[src/rtl/paged_dio_regs.sv]
`timescale 1ns/1ps
module paged_dio_regs #(
  parameter int NPORT  = 6,
  parameter int NPAGED = 3
) (
  input  logic                  clk,
  input  logic                  rst_n,
  input  logic [3:0]            addr,
  input  logic [7:0]            wdata,
  input  logic                  wr_en,
  input  logic                  rd_en,
  output logic [7:0]            rdata,
  input  logic [NPORT*8-1:0]    pin_in,
  output logic [NPORT*8-1:0]    drive_low,
  input  logic [NPAGED*8-1:0]   id_set,
  output logic [NPAGED*8-1:0]   pol_q,
  output logic [NPAGED*8-1:0]   enab_q,
  output logic [NPAGED*8-1:0]   irq_id_q
);
  localparam logic [3:0] PEND_OFS = 4'd6;
  localparam logic [3:0] CTRL_OFS = 4'd7;
  localparam int         SLOT0    = 8;

  logic [7:0]        ctrl_q;
  logic [7:0]        rd_mux;
  logic [NPAGED-1:0] pend_bits;
  wire  [1:0]        page = ctrl_q[7:6];
  wire  [NPORT-1:0]  lock = ctrl_q[NPORT-1:0];

  always_ff @(posedge clk)
    if (!rst_n) ctrl_q <= '0;
    else if (wr_en && addr == CTRL_OFS) ctrl_q <= wdata;

  for (genvar p = 0; p < NPORT; p++) begin : g_port
    always_ff @(posedge clk)
      if (!rst_n) drive_low[p*8 +: 8] <= '0;
      else if (wr_en && addr == 4'(p) && !lock[p]) drive_low[p*8 +: 8] <= wdata;

    a_r2_port_write_lands: assert property (@(posedge clk) disable iff (!rst_n)
      wr_en && addr == 4'(p) && !lock[p] |=> drive_low[p*8 +: 8] == $past(wdata));
    a_r4_locked_port_holds: assert property (@(posedge clk) disable iff (!rst_n)
      wr_en && addr == 4'(p) && lock[p] |=> $stable(drive_low[p*8 +: 8]));
  end

  for (genvar k = 0; k < NPAGED; k++) begin : g_slot
    wire hit = wr_en && addr == 4'(SLOT0 + k);
    always_ff @(posedge clk)
      if (!rst_n) begin
        pol_q[k*8 +: 8]    <= '0;
        enab_q[k*8 +: 8]   <= '0;
        irq_id_q[k*8 +: 8] <= '0;
      end else begin
        if (hit && page == 2'd1) pol_q[k*8 +: 8]  <= wdata;
        if (hit && page == 2'd2) enab_q[k*8 +: 8] <= wdata;
        irq_id_q[k*8 +: 8] <= ((hit && page == 2'd3) ? wdata : irq_id_q[k*8 +: 8])
                              | id_set[k*8 +: 8];
      end
    assign pend_bits[k] = |irq_id_q[k*8 +: 8];
  end

  always_comb begin
    rd_mux = '0;
    for (int p = 0; p < NPORT; p++)
      if (addr == 4'(p)) rd_mux = ~pin_in[p*8 +: 8];
    if (addr == PEND_OFS) rd_mux = {{(8-NPAGED){1'b0}}, pend_bits};
    if (addr == CTRL_OFS) rd_mux = ctrl_q;
    for (int k = 0; k < NPAGED; k++)
      if (addr == 4'(SLOT0 + k))
        case (page)
          2'd1:    rd_mux = pol_q[k*8 +: 8];
          2'd2:    rd_mux = enab_q[k*8 +: 8];
          2'd3:    rd_mux = irq_id_q[k*8 +: 8];
          default: rd_mux = '0;
        endcase
  end

  always_ff @(posedge clk)
    if (!rst_n) rdata <= '0;
    else if (rd_en) rdata <= rd_mux;

  a_r10_rdata_holds: assert property (@(posedge clk) disable iff (!rst_n)
    !rd_en |=> $stable(rdata));
  a_r7_page0_slots_inert: assert property (@(posedge clk) disable iff (!rst_n)
    wr_en && addr >= 4'(SLOT0) && page == 2'd0 |=> $stable(pol_q) && $stable(enab_q));
  a_r7_high_offsets_inert: assert property (@(posedge clk) disable iff (!rst_n)
    wr_en && addr >= 4'(SLOT0 + NPAGED) |=> $stable(pol_q) && $stable(enab_q) && $stable(drive_low));
  a_r8_id_set_sticks: assert property (@(posedge clk) disable iff (!rst_n)
    |id_set |=> (irq_id_q & $past(id_set)) == $past(id_set));
  a_r5_ctrl_write_lands: assert property (@(posedge clk) disable iff (!rst_n)
    wr_en && addr == CTRL_OFS |=> ctrl_q == $past(wdata));
endmodule

[config.mk]
export PLATFORM = sky130hd
export DESIGN_NAME = paged_dio_regs
export DESIGN_NICKNAME = d
export VERILOG_FILES = /design/src/rtl/paged_dio_regs.sv
export SDC_FILE = /design/constraint.sdc
export NUM_CORES = 1
export LEC_CHECK = 0
export BUFFER_PORTS_ARGS = -buffer_cell sky130_fd_sc_hd__buf_2
export CAP_MARGIN = 10
export CORE_MARGIN = 3
export CORE_UTILIZATION = 51
export DETAILED_ROUTE_END_ITERATION = 8
export PLACE_DENSITY = 0.86
export SLEW_MARGIN = 40
export SYNTH_ARGS = -nofsm -noshare
export SYNTH_HDL_FRONTEND = slang
export SYNTH_SLANG_ARGS = --single-unit
[constraint.sdc]
create_clock -name clk -period 2.25 [get_ports clk]
set_input_delay 0.1125 -clock clk [delete_from_list [all_inputs] [get_ports clk]]
set_output_delay 0.1125 -clock clk [all_outputs]
set_load 0.01 [all_outputs]
# --- Word level (Yosys, flattened, before mapping) ---
# Cells that the tools add are included.
classes:
  eq_ne: 13
  bitwise_logic: 9
  muxes: 17
  reduce_logical: 35
op_table:
  columns: ["op", "count"]
  rows:
  - ["$mux 8", 14]
  - ["$pmux 8 s3", 3]
  - ["$not 8->8", 6]
  - ["$logic_and 1x1->1", 25]
  - ["$or 8x8->8", 3]
  - ["$reduce_or 8->1", 3]
  - ["$eq 4x3->1 const B", 4]
  - ["$eq 4x4->1 const B", 3]
  - ["$eq 4x2->1 const B", 2]
  - ["$logic_not 1->1", 6]
  - ["$eq 2x2->1 const B", 2]
  - ["$eq 4x1->1 const B", 1]
  - ["$logic_not 4->1", 1]
  - ["$eq 2x1->1 const B", 1]
totals:
  inputBits: 88
  elab_cells: 91
  output_inout_bits: 128
  ff_bits: 136

# --- Depth between registers and ports, before layout ---
# Gate-level depths: netlist of run 1.
logic_depth:
  ltp_word: 12
  depth_mapped: 8

# --- Worst setup path after synthesis of run 1 ---
# OpenSTA, ideal clock, no wires.
synth_path:
  path_kind: "register -> register"
  from: "reg ctrl_q[6]"
  to: "reg rdata[7]"
  t_required_ps: 2121
  path_stages_with_launch: 8
  path_slack_ps: 508
  arrival_time_ps: 1613
  path_cell_list: "dfxtp_1 buf_4 buf_4 mux2_2 a22o_1 o2bb2ai_1 a2111oi_0 nor2_1"
synth_between:
  elab_chain_cells: 5
  elab_cells_between_ends: 9
  classes_between: "3 x eq/ne; 6 x mux"
synth_rtl:
  columns: ["element", "line_no", "rtl"]
  rows:
  - ["start, declared", "24", "logic [7:0] ctrl_q;"]
  - ["start signal, assigned", "32", "else if (wr_en && addr == CTRL_OFS) ctrl_q <= wdata;"]
  - ["$eq 2x2->1 / $eq 2x1->1 (equally long branches)", "69", "case (page)"]
  - ["$pmux 8 s3", "69", null]
  - ["$mux 8 (2 in series)", "68", "if (addr == 4'(SLOT0 + k))"]
  - ["$mux 8 *", "68", null]
  - ["end signal, assigned", "79", "else if (rd_en) rdata <= rd_mux;"]
  - ["end, declared", "12", "output logic [7:0] rdata,"]
# Mark *: on every way between the ends. The rest lies on a longest branch, timed or not.
# A chain may end at the register's enable or synchronous reset.

# --- Worst setup path after layout of run 1 ---
# Same ends and word-level chain as after synthesis.

==> impl_metrics.env, run 1 <==
export IMPL_use_met1_pct=36.93
export IMPL_async_flop_share_pct=0
export IMPL_cp_arrival_ps=2270
export IMPL_hold_viol_final=0
export IMPL_r2r_cells=6
export IMPL_vias=6093
export IMPL_finalSetupTns_ps=0
export IMPL_grt_overflow=0
export IMPL_cts_clk_slew_worst_paths_ps=60
export IMPL_coreArea_sq_um=12360
export IMPL_crit_reg2reg_capture="rdata[7]$_SDFFE_PN0P_"
export IMPL_initial_core_util_pct=53.53
export IMPL_vias_per_cell=5.657
export IMPL_max_cap_violations=0
export IMPL_synth_distinct_cells=45
export IMPL_yosysWarnings=0
export IMPL_max_slew_margin_pct=57.41
export IMPL_r2r_slack_ps=270
export IMPL_drt_initial_drc_count=495
export IMPL_drive_gt1_share_pct=36.63
export IMPL_totalWireLength_um=21730
export IMPL_routabilityCongestion=0.9794
export IMPL_placed_area_sq_um=7855
export IMPL_yosysSeqAreaShare_pct=41.14
export IMPL_cp_slowest_cell="a2111oi_0"
export IMPL_end_kind="flop"
export IMPL_firstDrtPassIters=5
export IMPL_port_buffers=215
export IMPL_nNetsFinal=984
export IMPL_antenna_found_initial=0
export IMPL_hp_start="pin_in[36]"
export IMPL_die_area_sq_um=14380
export IMPL_criticalPathCategory="reg -> reg"
export IMPL_design_area_sq_um=8708
export IMPL_netlist_area_sq_um=6618
export IMPL_hold_end="rdata[4]$_SDFFE_PN0P_"
export IMPL_post_cts_setup_buffers=0
export IMPL_dp_hpwl_um=14850
export IMPL_cts_sinks=136
export IMPL_route_detailed_drc=0
export IMPL_critPathBufInv=1
export IMPL_finalSetupViolations=0
export IMPL_cts_root_buf="clkbuf_16"
export IMPL_outcome="complete, no violations"
export IMPL_finalMaxSlewViolations=0
export IMPL_gr_usage_met3_pct=7.964
export IMPL_worstPathMaxFanout=11
export IMPL_grt_max_degree=83
export IMPL_n_antenna_cell=0
export IMPL_fmax_mhz=504.7
export IMPL_rr_startpoint="ctrl_q[6]$_SDFFE_PN0P_"
export IMPL_vdd_ir_drop_worst_uv=466.8
export IMPL_fin_hold_ws_ps=124.0
export IMPL_whs_path_depth=5
export IMPL_critPathTopFamily="compound AO/OA/AOI/OAI gates"
export IMPL_cts_tree="yes"
export IMPL_synth_edf_count=0
export IMPL_cp_cell_sequence="buf_4 -> mux2_2 -> a22oi_1 -> o2bb2ai_1 -> a2111oi_0 -> nor2_1"
export IMPL_ys_ff_latch=136
export IMPL_grt_pass1_vias=6049
export IMPL_wl_per_cell_um=20.18
export IMPL_syn_area_per_cell_sq_um=9.862
export IMPL_die_height_um=119.9
export IMPL_finalClockSkew_ps=13.65
export IMPL_clk_latency_ps=430
export IMPL_rsz0062_at_grt="false"
export IMPL_post_route_period_util_pct=88.07
export IMPL_total_leakage_power_nw=3.928
export IMPL_die_w_um=119.9
export IMPL_min_path_type="in -> reg"
export IMPL_syn_nets=759
export IMPL_grt_pass1_wl_um=33270
export IMPL_ios=216
export IMPL_cp_required_ps=2540
export IMPL_clock_path_buffers=2
export IMPL_rows=40
export IMPL_detail_route_antenna_nets=0
export IMPL_grt_busiest_layer="met2"
export IMPL_grt_util_all_layers_pct=29.94
export IMPL_worstSetupStartpointType="flop"
export IMPL_htree_num_levels=4
export IMPL_mostFrequentLayoutCells="buf_2, dfxtp_1, nor2b_1, mux2i_1, mux2_2"
export IMPL_worst_pin_slew_ps=636.7
export IMPL_use_met2_pct=49.00
export IMPL_synthFlopType="dfxtp_1"
export IMPL_period_minus_slack_ps=1982
export IMPL_p_per_area_nw_per_um2=683.3
export IMPL_syn_inst=671
export IMPL_final_common_cell="buf_2"
export IMPL_slowest_delay_ps=470
export IMPL_area_growth_pct=31.59
export IMPL_numCtsBuffers=17
==> cell families (layout without fill, tap and decap cells) <==
| logic type | after synthesis | in the layout | share of synthesized area, % |
|---|---|---|---|
| AOI/OAI and AO/OA | 115 | 115 | 12.52 |
| buffers and inverters | 56 | 294 | 3.763 |
| DFF | 136 | 136 | 41.14 |
| muxes | 150 | 150 | 24.73 |
| and+or+nand+nor | 214 | 214 | 17.85 |
==> where the power goes <==
| group | switching [W] | total [W] | internal (W) |
|---|---|---|---|
| clock | 0.00107 | 0.00286 | 0.00180 |
| sequential | 0.0000538 | 0.00252 | 0.00246 |
| combinational | 0.000293 | 0.000570 | 0.000277 |
==> cell type report <==
| cell class | instances | area (sq um) |
|---|---|---|
| multi-input cells | 479 | 3651 |
| clock inverters | 11 | 147.6 |
| flip-flops and latches | 136 | 2723 |
| clock buffers | 21 | 460.4 |
| fillers | 914 | 3654 |
| repair buffers | 262 | 1516 |
| well taps | 168 | 210.2 |
==> sequential cells by signal, summed over array words and instances, names as in the netlist <==
name,flops
ctrl_q,8
drive_low,48
irq_id_q,24
enab_q,24
pol_q,24
rdata,8
==> routing by layer <==
layer  part of all wire (%)  wire length, um
met1                     41             8841
met2                     47            10310
met5                      0                0
met4                    3.4              744
met3                    8.4             1831
==> timing repair <==
action                                 CTS  global route
endpoints found under the hold margin   24             0
hold buffers                            24             0
gates resized for setup                  0             0
==> tightest hold or removal path, cell delays in order <==
cell	delay, ps
buf_2	70
nand3b_1	80
o21ai_0	70
nand2b_1	90
a31oi_1	70
==> per-stage QoR <==
step           instances  utilization, %  worst slack, ps  total power (W)
2_1_floorplan        671               -            508.2         0.002852
3_3_place_gp        1021           63.54            341.7         0.003085
3_5_place_dp        1021           63.54            309.4         0.003092
4_1_cts             1077           70.40            290.6         0.005946
5_1_grt             1077           70.45            130.4         0.006112
6_report            1077           70.45            268.5         0.005950
==> cell usage after synthesis, types with 7 or more instances <==
library cell,n,area (sq um)
dfxtp_1,136,2723
mux2i_1,96,960.9
nor2b_1,96,600.6
mux2_2,48,540.5
nand2_1,45,168.9
clkbuf_1,32,120.1
o21a_1,24,180.2
buf_2,19,95.09
nand3_1,19,95.09
nor2_1,19,71.32
a21boi_0,16,120.1
a22o_1,16,140.1
o21ai_0,15,75.07
a21oi_1,13,65.06
nor3_1,7,35.03
==> how the worst max path moves through the flow <==
| stage | startpoint | to | slack, ps | depth (start not counted) |
|---|---|---|---|---|
| finish | ctrl_q[6]$_SDFFE_PN0P_ | rdata[7]$_SDFFE_PN0P_ | 270 | 6 |
| global route | ctrl_q[6]$_SDFFE_PN0P_ | rdata[7]$_SDFFE_PN0P_ | 130 | 7 |
| CTS | ctrl_q[6]$_SDFFE_PN0P_ | rdata[7]$_SDFFE_PN0P_ | 290 | 6 |
| detailed placement | ctrl_q[6]$_SDFFE_PN0P_ | rdata[7]$_SDFFE_PN0P_ | 310 | 6 |
| global placement | addr[0] | rdata[7]$_SDFFE_PN0P_ | 340 | 8 |
| floorplan | ctrl_q[6]$_SDFFE_PN0P_ | rdata[7]$_SDFFE_PN0P_ | 510 | 7 |
No activity file was read; power rests on OpenSTA's default activity.
==> run 2, diff against run 1 <==
Settings changed: ABC_AREA set to 1, CORE_UTILIZATION 51 to 52, CTS_BUF_LIST set to sky130_fd_sc_hd__clkbuf_8, PLACE_DENSITY 0.86 to 0.88.
==> run 2 against run 1 <==
Clock skew is essentially flat. Maximum frequency grew 6.6%. Worst hold slack got worse by 100 ps. Largest power group is now sequential cells. Power fell by 16%. Clock power shrank 33%. Non-clock buffer count decreased by 10.
==> impl_metrics.env, run 2 <==
export IMPL_cpMostUsedCell="nor2_1"
export IMPL_critPathTopFamily="simple AND/OR/NAND/NOR gates"
export IMPL_drive_gt1_share_pct=27.41
export IMPL_cts_tree="yes"
export IMPL_rr_startpoint="ctrl_q[6]$_SDFFE_PN0P_"
export IMPL_yosys_area_share_simple_pct=28.95
export IMPL_criticalPathCategory="reg -> reg"
export IMPL_drt_initial_drc_count=799
export IMPL_cp_cell_sequence="inv_1 -> nor2_1 -> buf_4 -> nand2_1 -> o211ai_1 -> nand2_1 -> nand4_1 -> nor2_1 -> nor2_1"
export IMPL_cp_slowest_cell="nor2_1"
export IMPL_post_route_period_util_pct=82.58
export IMPL_grt_overflow=0
export IMPL_worst_pin_slew_ps=651.4
export IMPL_routabilityCongestion=0.9268
export IMPL_finalSetupViolations=0
export IMPL_worstPathMaxFanout=20
export IMPL_vias=7197
export IMPL_total_leakage_power_nw=3.998
export IMPL_n_antenna_cell=0
export IMPL_cts_clk_slew_worst_paths_ps=70
export IMPL_cts_sinks=136
export IMPL_slowest_delay_ps=370
export IMPL_regMostFlops="drive_low"
export IMPL_critPathBufInv=2
export IMPL_grt_pass1_vias=6831
export IMPL_min_path_type="in -> reg"
export IMPL_fmax_mhz=538.2
export IMPL_firstDrtPassIters=6
export IMPL_finalSetupTns_ps=0
export IMPL_finalMaxSlewViolations=0
export IMPL_die_area_sq_um=13830
export IMPL_clk_latency_ps=450
export IMPL_area_growth_pct=27.33
export IMPL_syn_inst=876
export IMPL_yosysTopAreaCell="dfxtp_1"
export IMPL_nNetsFinal=1199
export IMPL_max_cap_violations=0
export IMPL_synth_edf_count=0
export IMPL_end_kind="flop"
export IMPL_cp_required_ps=2650
export IMPL_period_minus_slack_ps=1858
export IMPL_synthFlopType="dfxtp_1"
export IMPL_antenna_found_initial=0
export IMPL_detail_route_antenna_nets=0
export IMPL_numCtsBuffers=17
export IMPL_coreArea_sq_um=12110
export IMPL_crit_start="ctrl_q[6]$_SDFFE_PN0P_"
export IMPL_rows=40
export IMPL_yosys_area_top_type_share_pct=42.02
export IMPL_synth_top_family_by_area="simple AND/OR/NAND/NOR gates"
export IMPL_fin_hold_ws_ps=22.68
export IMPL_vias_per_cell=5.588
export IMPL_yosysWarnings=0
export IMPL_die_w_um=117.6
export IMPL_switching_share_pct=26.06
export IMPL_mostFrequentLayoutCells="buf_2, nand2_1, dfxtp_1"
export IMPL_port_buffers=215
export IMPL_cts_root_buf="clkbuf_8"
export IMPL_cp_arrival_ps=2250
export IMPL_hp_start="wdata[5]"
export IMPL_synth_compound_area_share_pct=19.81
export IMPL_grt_max_degree=48
export IMPL_seqPwrFrac_pct=49.8
export IMPL_synth_top_cells_by_area="dfxtp_1, nand2_1, a21oi_1"
export IMPL_synthAdderAreaFrac_pct=0
export IMPL_largest_register_ffs=48
export IMPL_finalClockSkew_ps=13.86
export IMPL_die_height_um=117.6
export IMPL_final_common_cell="buf_2"
export IMPL_synth_xor_area_share_pct=0
export IMPL_grt_pass1_wl_um=35520
export IMPL_vdd_ir_drop_worst_uv=412.2
export IMPL_clock_path_buffers=2
export IMPL_ys_ff_latch=136
export IMPL_rsz0062_at_grt="false"
export IMPL_initial_core_util_pct=53.49
export IMPL_fill_cells=1048
export IMPL_design_area_sq_um=8249
export IMPL_synthMuxAreaShare_pct=0
export IMPL_hold_buffers=25
export IMPL_placed_area_sq_um=7639
export IMPL_yosysSeqAreaShare_pct=42.02
export IMPL_final_util_pct=68.11
export IMPL_combPwrFrac_pct=12.1
export IMPL_worstSetupStartpointType="flop"
export IMPL_internal_power_w=0.003713
export IMPL_ctsResizeCount=0
export IMPL_synth_most_common_cell="nand2_1"
export IMPL_ios=216
export IMPL_totalWireLength_um=22580
export IMPL_netlist_area_sq_um=6479
export IMPL_syn_area_per_cell_sq_um=7.396
export IMPL_route_detailed_drc=0
export IMPL_async_flop_share_pct=0
export IMPL_synth_distinct_cells=37
export IMPL_htree_num_levels=4
export IMPL_net_switching_power_w=0.001309
export IMPL_outcome="complete, no violations"
export IMPL_p_per_area_nw_per_um2=608.7
export IMPL_syn_nets=964
export IMPL_grt_util_all_layers_pct=32.16
export IMPL_hold_viol_final=0
export IMPL_clkPwrFrac_pct=38.1
export IMPL_post_cts_setup_buffers=0
export IMPL_dp_hpwl_um=16010
export IMPL_synth_common_cells="nand2_1, dfxtp_1, nor2_1"
export IMPL_wl_per_cell_um=17.53
export IMPL_max_slew_margin_pct=56.43
run 2: final timing paths:
| kind | to | slack (ps) | cells past startpoint |
|---|---|---|---|
| max | rdata[3]$_SDFFE_PN0P_ | 390 | 9 |
| min | ctrl_q[5]$_SDFFE_PN0P_ | 20 | 3 |
| max reg2reg | rdata[3]$_SDFFE_PN0P_ | 390 | 9 |
| min reg2reg | drive_low[8]$_SDFFE_PN0P_ | 450 | 2 |
run 2: power groups by stage:
stage / Combinational, W / Clock, W / Sequential, W
after global placement: 0.000554 / 0 / 0.00255
after global routing: 0.000660 / 0.00202 / 0.00251
after CTS: 0.000595 / 0.00191 / 0.00250
after floorplan: 0.000275 / 0 / 0.00258
after detailed placement: 0.000558 / 0 / 0.00255
final: 0.000608 / 0.00191 / 0.00250
run 2: final cells by class:
| cell class | instances | area, sq um | area share (%) |
|---|---|---|---|
| sequential | 136 | 2723 | 33.00 |
| multi-input combinational | 604 | 3159 | 38.30 |
| clock buffer | 20 | 275.3 | 3.337 |
| tap | 168 | 210.2 | 2.548 |
| clock inverter | 8 | 85.08 | 1.031 |
| timing repair buffer | 252 | 1416 | 17.17 |
| inverter | 100 | 380.4 | 4.611 |
run 2: worst register-to-register path: cells and delay by family, from the launching register on:
family	cells	cell delay (ps)
flip-flops	1	360
AND/OR/NAND/NOR	6	800
buffers and inverters	2	440
AO/OA/AOI/OAI	1	200
run 2: logic make-up (layout without fill, tap and decap cells):
kind of cell,after synthesis,count (layout)
simple gates,382,382
buf+inv,136,380
compound gates,222,222
flops,136,136
run 2: metrics by stage:
stage,total power (W),setup WS (ps),cells
detailed placement,0.003113,504.3,1235
global route,0.005187,269.2,1288
global placement,0.003106,513.7,1235
CTS,0.005004,485.9,1288
finish,0.005021,392.0,1288
floorplan,0.002852,860.9,876
run 2: layer usage:
metal,share of wire [%],global-route usage [%],routed length (um),vias up
li1,-,-,-,3372
met1,39,39.30,8701,3261
met3,9.8,8.217,2210,98
met4,4.9,17.22,1098,0
met5,0,0,0,-
met2,47,52.07,10570,466
==> run 3, diff against run 2 <==
Clock period 2.25 ns to 1.9 ns, I/O delays scaled along.
==> run 3 against run 2 <==
Critical path depth decreased by 3. Global-route usage increased by 1.2 points. Sequential share of layout area decreased by 0.76 points. Combinational power increased by 23%. Via count increased by 3.3%. Maximum frequency increased by 12%. Routed wire length increased by 4.6%. Worst setup slack got worse by 150 ps. Sequential power increased by 18%. First-iteration DRC count increased by 11%. Count of clock-buffer cells in the layout decreased by 2. Largest power group unchanged. Highest routed layer is now met5.
==> impl_metrics.env, run 3 (synthesis gave the netlist of run 2 again) <==
export IMPL_rsz0062_at_grt="false"
export IMPL_post_cts_setup_buffers=0
export IMPL_rr_startpoint="ctrl_q[7]$_SDFFE_PN0P_"
export IMPL_route_detailed_drc=0
export IMPL_coreArea_sq_um=12110
export IMPL_r2r_cells=6
export IMPL_firstDrtPassIters=6
export IMPL_cts_root_buf="clkbuf_8"
export IMPL_min_path_type="in -> reg"
export IMPL_max_slew_margin_pct=57.30
export IMPL_hp_start="rd_en"
export IMPL_cp_slowest_cell="dfxtp_1"
export IMPL_slowest_delay_ps=400
export IMPL_hold_end="rdata[2]$_SDFFE_PN0P_"
export IMPL_drive_gt1_share_pct=27.82
export IMPL_cpMostUsedCell="inv_2"
export IMPL_grt_busiest_layer="met2"
export IMPL_area_growth_pct=30.32
export IMPL_n_antenna_cell=0
export IMPL_finalClockSkew_ps=13.73
export IMPL_end_kind="flop"
export IMPL_grt_pass1_wl_um=36920
export IMPL_rows=40
export IMPL_cts_tree="yes"
export IMPL_antenna_found_initial=1
export IMPL_outcome="complete, no violations"
export IMPL_grt_max_degree=49
export IMPL_grt_overflow=0
export IMPL_critPathBufInv=2
export IMPL_post_route_period_util_pct=87.17
export IMPL_fmax_mhz=603.8
export IMPL_worstSetupStartpointType="flop"
export IMPL_finalSetupTns_ps=0
export IMPL_largest_register_ffs=48
export IMPL_ctsResizeCount=0
export IMPL_detail_route_antenna_nets=0
export IMPL_gr_usage_met3_pct=10.48
export IMPL_cp_required_ps=2280
export IMPL_vdd_ir_drop_worst_uv=697.5
export IMPL_totalWireLength_um=23610
export IMPL_die_area_sq_um=13830
export IMPL_dp_hpwl_um=16190
export IMPL_nNetsFinal=1211
export IMPL_hold_buffers=33
export IMPL_cp_cell_sequence="inv_2 -> nor2_1 -> inv_2 -> nor2_4 -> o21ai_0 -> a21oi_1"
export IMPL_ios=216
export IMPL_whs_path_depth=4
export IMPL_numCtsBuffers=17
export IMPL_die_w_um=117.6
export IMPL_cp_arrival_ps=2040
export IMPL_drt_initial_drc_count=884
export IMPL_port_buffers=215
export IMPL_htree_num_levels=4
export IMPL_clock_path_buffers=2
export IMPL_hold_viol_final=0
export IMPL_use_met2_pct=53.29
export IMPL_mostFrequentLayoutCells="buf_2, nand2_1, dfxtp_1"
export IMPL_cts_clk_slew_worst_paths_ps=80
export IMPL_final_common_cell="buf_2"
export IMPL_finalPower_w=0.006319
export IMPL_fill_cells=1016
export IMPL_wl_per_cell_um=18.11
export IMPL_cts_sinks=136
export IMPL_worst_pin_slew_ps=634.7
export IMPL_vias=7434
export IMPL_regMostFlops="drive_low"
export IMPL_clk_latency_ps=460
export IMPL_period_minus_slack_ps=1656
export IMPL_p_per_area_nw_per_um2=748.5
export IMPL_max_cap_violations=0
export IMPL_grt_util_all_layers_pct=33.33
export IMPL_grt_pass1_vias=6955
export IMPL_finalMaxSlewViolations=0
export IMPL_r2r_slack_ps=240
export IMPL_vias_per_cell=5.701
export IMPL_total_leakage_power_nw=4.082
export IMPL_use_met1_pct=41.04
export IMPL_crit_reg2reg_capture="enab_q[15]$_SDFFE_PN0P_"
export IMPL_critPathTopFamily="simple AND/OR/NAND/NOR gates"
export IMPL_initial_core_util_pct=53.49
export IMPL_criticalPathCategory="reg -> reg"
export IMPL_die_height_um=117.6
export IMPL_routabilityCongestion=0.9427
export IMPL_finalSetupViolations=0
export IMPL_worstPathMaxFanout=16
[run 3: changes by cell type in the layout (fill, tap and decap cells not counted)]
cell / before / now
clkinvlp_4: 0 / 1
buf_4: 12 / 15
clkinv_4: 1 / 5
buf_12: 0 / 1
clkbuf_8: 20 / 18
inv_1: 84 / 83
dlygate4sd3_1: 25 / 33
bufinv_16: 2 / 4
[run 3: worst reg2reg max path, stage by stage, from the launching register on]
cell and delay (ps):
dfxtp_1 400, inv_2 60, nor2_1 280, inv_2 190, nor2_4 340, o21ai_0 150, a21oi_1 150
[run 3: how the worst max path moves through the flow]
| stage | start | endpoint | slack, ps | cells past startpoint |
|---|---|---|---|---|
| 6_report | ctrl_q[7]$_SDFFE_PN0P_ | enab_q[15]$_SDFFE_PN0P_ | 240 | 6 |
| 5_1_grt | ctrl_q[7]$_SDFFE_PN0P_ | enab_q[8]$_SDFFE_PN0P_ | 150 | 6 |
| 4_1_cts | ctrl_q[7]$_SDFFE_PN0P_ | enab_q[15]$_SDFFE_PN0P_ | 310 | 6 |
| 3_5_place_dp | ctrl_q[6]$_SDFFE_PN0P_ | rdata[3]$_SDFFE_PN0P_ | 340 | 9 |
| 3_3_place_gp | addr[1] | drive_low[9]$_SDFFE_PN0P_ | 330 | 7 |
| 2_1_floorplan | ctrl_q[7]$_SDFFE_PN0P_ | enab_q[13]$_SDFFE_PN0P_ | 510 | 7 |
[run 3: final cells by class]
class                   count  area, sq um  area share, %
multi-input cells         604         3159          37.42
flip-flops and latches    136         2723          32.25
repair buffers            264         1539          18.23
inverters                 100        380.4          4.505
clock buffers              18        247.7          2.934
well taps                 168        210.2          2.490
clock inverters            14        183.9          2.178
[run 3: where the power goes]
| part | leakage (nW) | total, W | switching (W) | internal [W] |
|---|---|---|---|---|
| Clock | 0.226 | 0.00261 | 0.00116 | 0.00145 |
| Combinational | 2.75 | 0.000748 | 0.000472 | 0.000277 |
| Sequential | 1.11 | 0.00296 | 0.0000441 | 0.00292 |
[run 3: stage by stage]
stage               hold WS (ps)  setup slack [ps]  instance area (sq um)  std cells  util (%)
floorplan                  213.0             510.9                   6479        876         -
global placement           296.6             330.1                   7681       1239     63.42
detailed placement         304.4             335.9                   7681       1239     63.42
CTS                        12.66             311.0                   8443       1304     69.71
global route               79.26             151.7                   8443       1304     69.71
finish                     43.57             243.7                   8443       1304     69.71
[run 3: layer usage]
metal | up-vias | wire (um)
met1 | 3395 | 8779
li1 | 3393 | -
met3 | 104 | 2854
met2 | 540 | 10990
met4 | 2 | 983
met5 | - | 7
